--- config.mk ---
export PLATFORM = sky130hd
export DESIGN_NAME = muldiv_unit
export DESIGN_NICKNAME = d
export VERILOG_FILES = /design/src/rtl/muldiv_pkg.sv /design/src/rtl/muldiv_mul.sv /design/src/rtl/muldiv_div.sv /design/src/rtl/muldiv_ctrl.sv /design/src/rtl/muldiv_unit.sv
export SDC_FILE = /design/constraint.sdc
export NUM_CORES = 2
export LEC_CHECK = 0
export BUFFER_PORTS_ARGS = -buffer_cell sky130_fd_sc_hd__buf_2
export CAP_MARGIN = 10
export CORE_MARGIN = 8
export CORE_UTILIZATION = 42
export DETAILED_ROUTE_END_ITERATION = 12
export SLEW_MARGIN = 0
export SYNTH_ARGS = -nofsm -noshare
export SYNTH_HDL_FRONTEND = slang
export SYNTH_SLANG_ARGS = --single-unit
--- constraint.sdc ---
create_clock -name clk -period 11.34 [get_ports clk]
set_input_delay 0 -clock clk [delete_from_list [all_inputs] [get_ports clk]]
set_output_delay 0 -clock clk [all_outputs]
set_load 0.005 [all_outputs]
--- src/rtl/muldiv_pkg.sv ---
package muldiv_pkg;

    localparam logic [2:0] OP_MULS = 3'd0;
    localparam logic [2:0] OP_MULU = 3'd1;
    localparam logic [2:0] OP_DIVS = 3'd2;
    localparam logic [2:0] OP_DIVU = 3'd3;
    localparam logic [2:0] OP_MTHI = 3'd4;
    localparam logic [2:0] OP_MTLO = 3'd5;

    typedef enum logic [1:0] {
        ST_IDLE = 2'd0,
        ST_MUL  = 2'd1,
        ST_DIV  = 2'd2,
        ST_FIX  = 2'd3
    } md_state_e;

endpackage

--- src/rtl/muldiv_mul.sv ---
module muldiv_mul #(
    parameter int W = 32
) (
    input  logic           is_signed,
    input  logic [W-1:0]   a,
    input  logic [W-1:0]   b,
    output logic [2*W-1:0] prod
);
    localparam int PW = 2 * W;

    logic [PW-1:0] a_ext;
    logic [PW-1:0] b_ext;

    always_comb begin
        a_ext = {{W{is_signed & a[W-1]}}, a};
        b_ext = {{W{is_signed & b[W-1]}}, b};
        // Low 2W bits of the extended product equal the two's-complement product.
        prod  = a_ext * b_ext;
    end
endmodule

--- src/rtl/muldiv_div.sv ---
module muldiv_div #(
    parameter int W = 32
) (
    input  logic         clk,
    input  logic         rst_n,
    input  logic         load,
    input  logic         step,
    input  logic         is_signed,
    input  logic [W-1:0] dividend,
    input  logic [W-1:0] divisor,
    output logic [W-1:0] quo_out,
    output logic [W-1:0] rem_out
);
    logic [W-1:0] rem_q;
    logic [W-1:0] quo_q;
    logic [W-1:0] dvs_q;
    logic         neg_quo_q;
    logic         neg_rem_q;

    logic         a_neg;
    logic         b_neg;
    logic [W-1:0] a_mag;
    logic [W-1:0] b_mag;
    logic [W:0]   shifted;
    logic [W:0]   diff;

    always_comb begin
        a_neg   = is_signed & dividend[W-1];
        b_neg   = is_signed & divisor[W-1];
        a_mag   = a_neg ? (~dividend + 1'b1) : dividend;
        b_mag   = b_neg ? (~divisor + 1'b1) : divisor;
        shifted = {rem_q, quo_q[W-1]};
        diff    = shifted - {1'b0, dvs_q};
    end

    always_ff @(posedge clk or negedge rst_n) begin
        if (!rst_n) begin
            rem_q     <= '0;
            quo_q     <= '0;
            dvs_q     <= '0;
            neg_quo_q <= 1'b0;
            neg_rem_q <= 1'b0;
        end else if (load) begin
            rem_q     <= '0;
            quo_q     <= a_mag;
            dvs_q     <= b_mag;
            // A zero divisor keeps the all-ones quotient unnegated.
            neg_quo_q <= (a_neg ^ b_neg) & (|divisor);
            neg_rem_q <= a_neg;
        end else if (step) begin
            if (!diff[W]) begin
                rem_q <= diff[W-1:0];
                quo_q <= {quo_q[W-2:0], 1'b1};
            end else begin
                rem_q <= shifted[W-1:0];
                quo_q <= {quo_q[W-2:0], 1'b0};
            end
        end
    end

    always_comb begin
        quo_out = neg_quo_q ? (~quo_q + 1'b1) : quo_q;
        rem_out = neg_rem_q ? (~rem_q + 1'b1) : rem_q;
    end

    // a restoring step leaves the partial remainder below a nonzero divisor
    a_r5_rem_below_divisor: assert property (@(posedge clk) disable iff (!rst_n)
        (step && !load && (|dvs_q)) |=> (rem_q < dvs_q));

endmodule

--- src/rtl/muldiv_ctrl.sv ---
module muldiv_ctrl
    import muldiv_pkg::*;
#(
    parameter int W = 32
) (
    input  logic       clk,
    input  logic       rst_n,
    input  logic       start,
    input  logic [2:0] op,
    output logic       accept,
    output logic       div_load,
    output logic       div_step,
    output logic       mv_hi,
    output logic       mv_lo,
    output logic       wr_mul,
    output logic       wr_div,
    output logic       busy,
    output logic       done
);
    localparam int CW = $clog2(W + 1);
    localparam logic [CW-1:0] LAST = CW'(W - 1);

    md_state_e     state_q;
    md_state_e     state_n;
    logic [CW-1:0] cnt_q;
    logic          op_valid;
    logic          op_mul;
    logic          op_div;

    always_comb begin
        op_valid = (op <= OP_MTLO);
        op_mul   = (op == OP_MULS) || (op == OP_MULU);
        op_div   = (op == OP_DIVS) || (op == OP_DIVU);
        accept   = start && (state_q == ST_IDLE) && op_valid;
        div_load = accept && op_div;
        mv_hi    = accept && (op == OP_MTHI);
        mv_lo    = accept && (op == OP_MTLO);
        div_step = (state_q == ST_DIV);
        wr_mul   = (state_q == ST_MUL);
        wr_div   = (state_q == ST_FIX);
    end

    always_comb begin
        state_n = state_q;
        unique case (state_q)
            ST_IDLE: begin
                if (accept && op_mul)      state_n = ST_MUL;
                else if (accept && op_div) state_n = ST_DIV;
            end
            ST_MUL:  state_n = ST_IDLE;
            ST_DIV:  if (cnt_q == LAST) state_n = ST_FIX;
            ST_FIX:  state_n = ST_IDLE;
            default: state_n = ST_IDLE;
        endcase
    end

    always_ff @(posedge clk or negedge rst_n) begin
        if (!rst_n) begin
            state_q <= ST_IDLE;
            cnt_q   <= '0;
        end else begin
            state_q <= state_n;
            if (accept)                 cnt_q <= '0;
            else if (state_q == ST_DIV) cnt_q <= cnt_q + 1'b1;
        end
    end

    always_ff @(posedge clk or negedge rst_n) begin
        if (!rst_n) begin
            busy <= 1'b0;
            done <= 1'b0;
        end else begin
            busy <= (state_n != ST_IDLE);
            done <= mv_hi || mv_lo || wr_mul || wr_div;
        end
    end

    // busy only ever drops on the edge that raises done
    a_r9_busy_falls_with_done: assert property (@(posedge clk) disable iff (!rst_n)
        $fell(busy) |-> done);

    // nothing is accepted while a command is running
    a_r10_no_accept_busy: assert property (@(posedge clk) disable iff (!rst_n)
        busy |-> !accept);

endmodule

--- src/rtl/muldiv_unit.sv ---
module muldiv_unit
    import muldiv_pkg::*;
#(
    parameter int W = 32
) (
    input  logic         clk,
    input  logic         rst_n,
    input  logic         start,
    input  logic [2:0]   op,
    input  logic [W-1:0] opa,
    input  logic [W-1:0] opb,
    output logic         busy,
    output logic         done,
    output logic [W-1:0] hi,
    output logic [W-1:0] lo
);
    localparam int PW = 2 * W;

    logic          accept;
    logic          div_load;
    logic          div_step;
    logic          mv_hi;
    logic          mv_lo;
    logic          wr_mul;
    logic          wr_div;
    logic [W-1:0]  mul_a_q;
    logic [W-1:0]  mul_b_q;
    logic          mul_sgn_q;
    logic [PW-1:0] prod;
    logic [W-1:0]  quo;
    logic [W-1:0]  rem;

    muldiv_ctrl #(.W(W)) u_ctrl (
        .clk      (clk),
        .rst_n    (rst_n),
        .start    (start),
        .op       (op),
        .accept   (accept),
        .div_load (div_load),
        .div_step (div_step),
        .mv_hi    (mv_hi),
        .mv_lo    (mv_lo),
        .wr_mul   (wr_mul),
        .wr_div   (wr_div),
        .busy     (busy),
        .done     (done)
    );

    always_ff @(posedge clk or negedge rst_n) begin
        if (!rst_n) begin
            mul_a_q   <= '0;
            mul_b_q   <= '0;
            mul_sgn_q <= 1'b0;
        end else if (accept) begin
            mul_a_q   <= opa;
            mul_b_q   <= opb;
            mul_sgn_q <= (op == OP_MULS);
        end
    end

    muldiv_mul #(.W(W)) u_mul (
        .is_signed (mul_sgn_q),
        .a         (mul_a_q),
        .b         (mul_b_q),
        .prod      (prod)
    );

    muldiv_div #(.W(W)) u_div (
        .clk       (clk),
        .rst_n     (rst_n),
        .load      (div_load),
        .step      (div_step),
        .is_signed (op == OP_DIVS),
        .dividend  (opa),
        .divisor   (opb),
        .quo_out   (quo),
        .rem_out   (rem)
    );

    always_ff @(posedge clk or negedge rst_n) begin
        if (!rst_n) begin
            hi <= '0;
            lo <= '0;
        end else begin
            if (mv_hi) hi <= opa;
            if (mv_lo) lo <= opa;
            if (wr_mul) begin
                hi <= prod[PW-1:W];
                lo <= prod[W-1:0];
            end
            if (wr_div) begin
                hi <= rem;
                lo <= quo;
            end
        end
    end

    // done and busy are never high together
    a_r9_done_not_busy: assert property (@(posedge clk) disable iff (!rst_n)
        done |-> !busy);

    // HI/LO hold while busy unless the result lands with done
    a_r9_hilo_frozen_busy: assert property (@(posedge clk) disable iff (!rst_n)
        busy |=> (done || ($stable(hi) && $stable(lo))));

    // move-to-HI keeps LO
    a_r8_mthi_keeps_lo: assert property (@(posedge clk) disable iff (!rst_n)
        mv_hi |=> $stable(lo));

    // move-to-LO keeps HI
    a_r8_mtlo_keeps_hi: assert property (@(posedge clk) disable iff (!rst_n)
        mv_lo |=> $stable(hi));

endmodule

==> summary.txt <==
Outcome
  – Outcome: completed

Detailed routing
  – Total via count in the routed design: 40,544
  – DRT Wirelength: 157,000 um
  – Routed wire length per instance: 20.7 um
  – Number of vias per cell: 5.35
  – DRT Pass-1 Iters: 6
  – Post-detailed-route DRC marker count: 0
  – DR iter-0 viols: 2,668
  – Count of nets left with antenna violations after detail routing: 0

Clocking
  – Number of levels the H-tree was split into: 1
  – Clock tree buffer depth: 3
  – Worst-skew pair later-pin latency: 0.58 ns
  – Clock tree from TritonCTS: built
  – Cts bufs inserted: 28
  – Post-CTS setup-driven buffer insertion count: 0
  – Clock-pin slew on the worst setup and hold paths: 0.07 ns
  – Post_cts resized: 0
  – # clock sinks: 237
  – Root buffer cell: clkbuf_16

Setup path
  – List of cells traversed by the critical path: and2_1, nand2_1, inv_1, fa_1, fa_1, fa_1, inv_1, fa_1, inv_1, fa_1, fa_1, fa_1, inv_1, fa_1, inv_1, ha_1, nand2_1, nor2_1, o2111ai_1, a2111oi_0, o21ai_1, o31ai_1, xnor2_1, o21ai_1
  – Crit-path max FO: 22
  – CP dominant cell by count: fa_1
  – Crit path required time: 11.76 ns
  – Data arrival at the endpoint of the critical path: 10.21 ns
  – Worst setup slack for register-to-register paths: 1.55 ns
  – Worst Path Buf+Inv: 5
  – Number of logic stages on the critical path including buffering: 24
  – Worst Path Class, Setup: reg2reg
  – FF-to-FF End: hi[27]
  – CP max stage cell: dfrtp_1
  – Startpoint kind of the worst setup timing path: flop
  – Top Family by Delay on Critical Path: adder cells
  – Slowest Stage Delay on Critical Path: 0.98 ns
  – Worst r2r path cells: 24
  – Source of the worst register-to-register timing path: mul_sgn_q
  – Sort of element at the end of the critical path: flop

Floorplanning
  – Total core area: 124,000 sq um
  – Boundary pin count: 136
  – Effective utilization at floorplan: 0.423
  – Die boundary width: 369 um
  – Chip Height: 369 um
  – Number of placement rows: 129
  – Die area: 136,000 sq um

Placement
  – Placed wire-length estimate after detailed placement: 126,000 um
  – Final weighted congestion in routability-driven placement: 0.937
  – Buffers on Ports: 135

Synthesis
  – Flip-flop cell with the highest count after synthesis: dfrtp_1
  – Yosys top cell area share: 0.431
  – Number of flops mapped to enable cells by yosys: 0
  – Share of the yosys chip area belonging to registers: 0.113
  – Most area-consuming cells after synthesis: fa_1 43%, dfrtp_1 11%, inv_1 8.5%, nand2_1 7.9%, ha_1 6.0%
  – Number of standard cells after synthesis: 5,922
  – Mapped cell area: 52,300 sq um
  – Async set-reset flop share out of synthesis: 1.00
  – Leading area contributor after synthesis: fa_1
  – Syn_area_per_cell: 8.83 sq um
  – Nets in the synthesized netlist: 7,367
  – Distinct cell type count after synthesis: 83
  – Number of synthesized register bits: 237
  – Synth warnings: 0

STA
  – Pin slew with the least headroom to its limit: 1.14 ns
  – Skew final: 0.0230 ns
  – Share of the clock period used by the worst path: 0.863
  – Post-route minimum period: 9.79 ns
  – Slew Limit Headroom: 0.243
  – Post-Route Setup TNS: 0 ns
  – Max frequency: 0.102 GHz
  – Final slew viol count: 0
  – Number of hold violations in the final report: 0
  – Unrepaired setup endpoints after global routing: no
  – Number of setup violations in the final report: 0

Final layout
  – Total Nets Final: 7,363
  – Area Overhead vs Synth: 7.47%
  – Footprint of the flip-flops and latches: 5940 sq um
  – Number of filler instances in the final layout: 12,154
  – Multi-input gate area in the final layout: 40,700 sq um
  – Layout cell share with drive strength beyond 1: 0.0534

GRT
  – GRT met2 Usage: 0.390
  – Remaining global-route overflow: 0
  – Number of antenna violations at the first check in global routing: 13
  – First-pass GRT wire length: 251,000 um
  – Met1 Resource Use GR: 0.319
  – Gr busiest metal: met2
  – Aggregate global-route resource usage: 0.233
  – Number of global-route vias before repair: 43,148
  – Pin count of the biggest net entering global routing: 123
  – Global Route met3 Usage: 0.0292

Worst hold path
  – Min-delay src: start
  – Worst min path class: in2reg
  – Hold-critical path endpoint: u_ctrl.done
  – Count of cells along the worst hold path: 5

Flow run
  – Maximum Capacitance Violations: 0
cells in the final DEF, fill, tap and decap left out, types with 122 or more instances in the layout:
| cell | count |
|---|---|
| dfrtp_1 | 229 |
| fa_1 | 1126 |
| o21ai_0 | 210 |
| a21oi_1 | 160 |
| nor2_1 | 176 |
| buf_2 | 134 |
| and2_1 | 349 |
| xnor2_1 | 122 |
| nand2_1 | 1098 |
| inv_1 | 1182 |
| ha_1 | 249 |
stage by stage:
| step | setup WS, ns | cells | hold slack, ns | util | cell area (sq um) |
|---|---|---|---|---|---|
| after global placement | 2.07 | 7453 | 0.175 | 0.440 | 54500 |
| after detailed placement | 1.87 | 7453 | 0.185 | 0.440 | 54500 |
| final | 1.55 | 7583 | 0.0432 | 0.454 | 56200 |
| after CTS | 1.81 | 7577 | 0.0365 | 0.454 | 56200 |
| after floorplan | 3.24 | 5922 | -0.296 | - | 52300 |
| after global routing | 1.19 | 7579 | 0.111 | 0.454 | 56200 |
what timing repair did:
action	CTS	global route
hold endpoints to repair	288	0
setup endpoints to repair	0	0
hold buffers	72	0
layout make-up:
type,instances,area share
Multi-Input combinational cell,4174,0.724
Sequential cell,237,0.106
Inverter,1183,0.0790
Timing Repair Buffer,294,0.0367
Tap cell,1637,0.0365
Clock buffer,43,0.0147
Clock inverter,9,0.00307
Antenna cell,6,0.000267
sequential cells by signal, indices dropped and copies added (netlist names):
register         count
mul_b_q             32
u_ctrl.done          1
lo                  32
u_ctrl.busy          1
hi                  32
u_ctrl.cnt_q         6
u_div.quo_q         32
u_div.rem_q         32
u_div.neg_rem_q      1
u_div.neg_quo_q      1
u_div.dvs_q         32
mul_a_q             32
mul_sgn_q            1
u_ctrl.state_q       2
how the worst max path moves through the flow:
stage	startpoint	end	slack, ns
final	mul_sgn_q	hi[27]	1.55
after global placement	mul_sgn_q	hi[27]	2.07
after global routing	mul_sgn_q	hi[27]	1.19
after floorplan	mul_a_q[31]	hi[28]	3.24
after CTS	mul_sgn_q	hi[27]	1.81
after detailed placement	mul_sgn_q	hi[27]	1.87
Yosys cell counts (all sizes together), types with 17 or more instances:
cell	number
a211oi	30
a21o	52
a21oi	162
a22oi	33
a31oi	20
and2	350
and3	29
clkbuf	316
dfrtp	237
fa	1126
ha	249
inv	1182
mux2i	30
nand2	1098
nand3	39
nand4	18
nor2	180
nor3	32
o211ai	25
o21ai	227
o21bai	20
o31ai	39
o41ai	17
or2	17
or3	19
xnor2	122
xor2	99
routing by layer:
metal,vias up,share of wire,wire (um)
met5,-,0.00016,25
li1,17882,-,-
met1,21067,0.43,67000
met4,4,0.032,5110
met3,275,0.059,9360
met2,1316,0.48,75900
logic make-up (layout without fill, tap and decap cells):
logic type | after synthesis | after routing | share of synthesized area
multiplexers | 31 | 31 | 0.00596
AO/OA/AOI/OAI | 705 | 705 | 0.0844
buffers and inverters | 1511 | 1529 | 0.109
adder cells (fa/ha/maj) | 1375 | 1375 | 0.491
XOR/XNOR | 221 | 221 | 0.0370
AND/OR/NAND/NOR | 1842 | 1842 | 0.159
other | 0 | 6 | 0
flip-flops | 237 | 237 | 0.113
worst register-to-register path: stages, from the launching register on:
cell and delay, ns:
dfrtp_1 0.98, and2_1 0.67, nand2_1 0.21, inv_1 0.16
fa_1 0.50, fa_1 0.57, fa_1 0.67, inv_1 0.32
fa_1 0.58, inv_1 0.05, fa_1 0.48, fa_1 0.50
fa_1 0.50, inv_1 0.05, fa_1 0.47, inv_1 0.04
ha_1 0.40, nand2_1 0.12, nor2_1 0.25, o2111ai_1 0.29
a2111oi_0 0.90, o21ai_1 0.34, o31ai_1 0.33, xnor2_1 0.16
o21ai_1 0.07
Power is left out: the tool's default activity adds up to more than one toggle a clock period on the data nets, which glitch-free logic cannot reach.
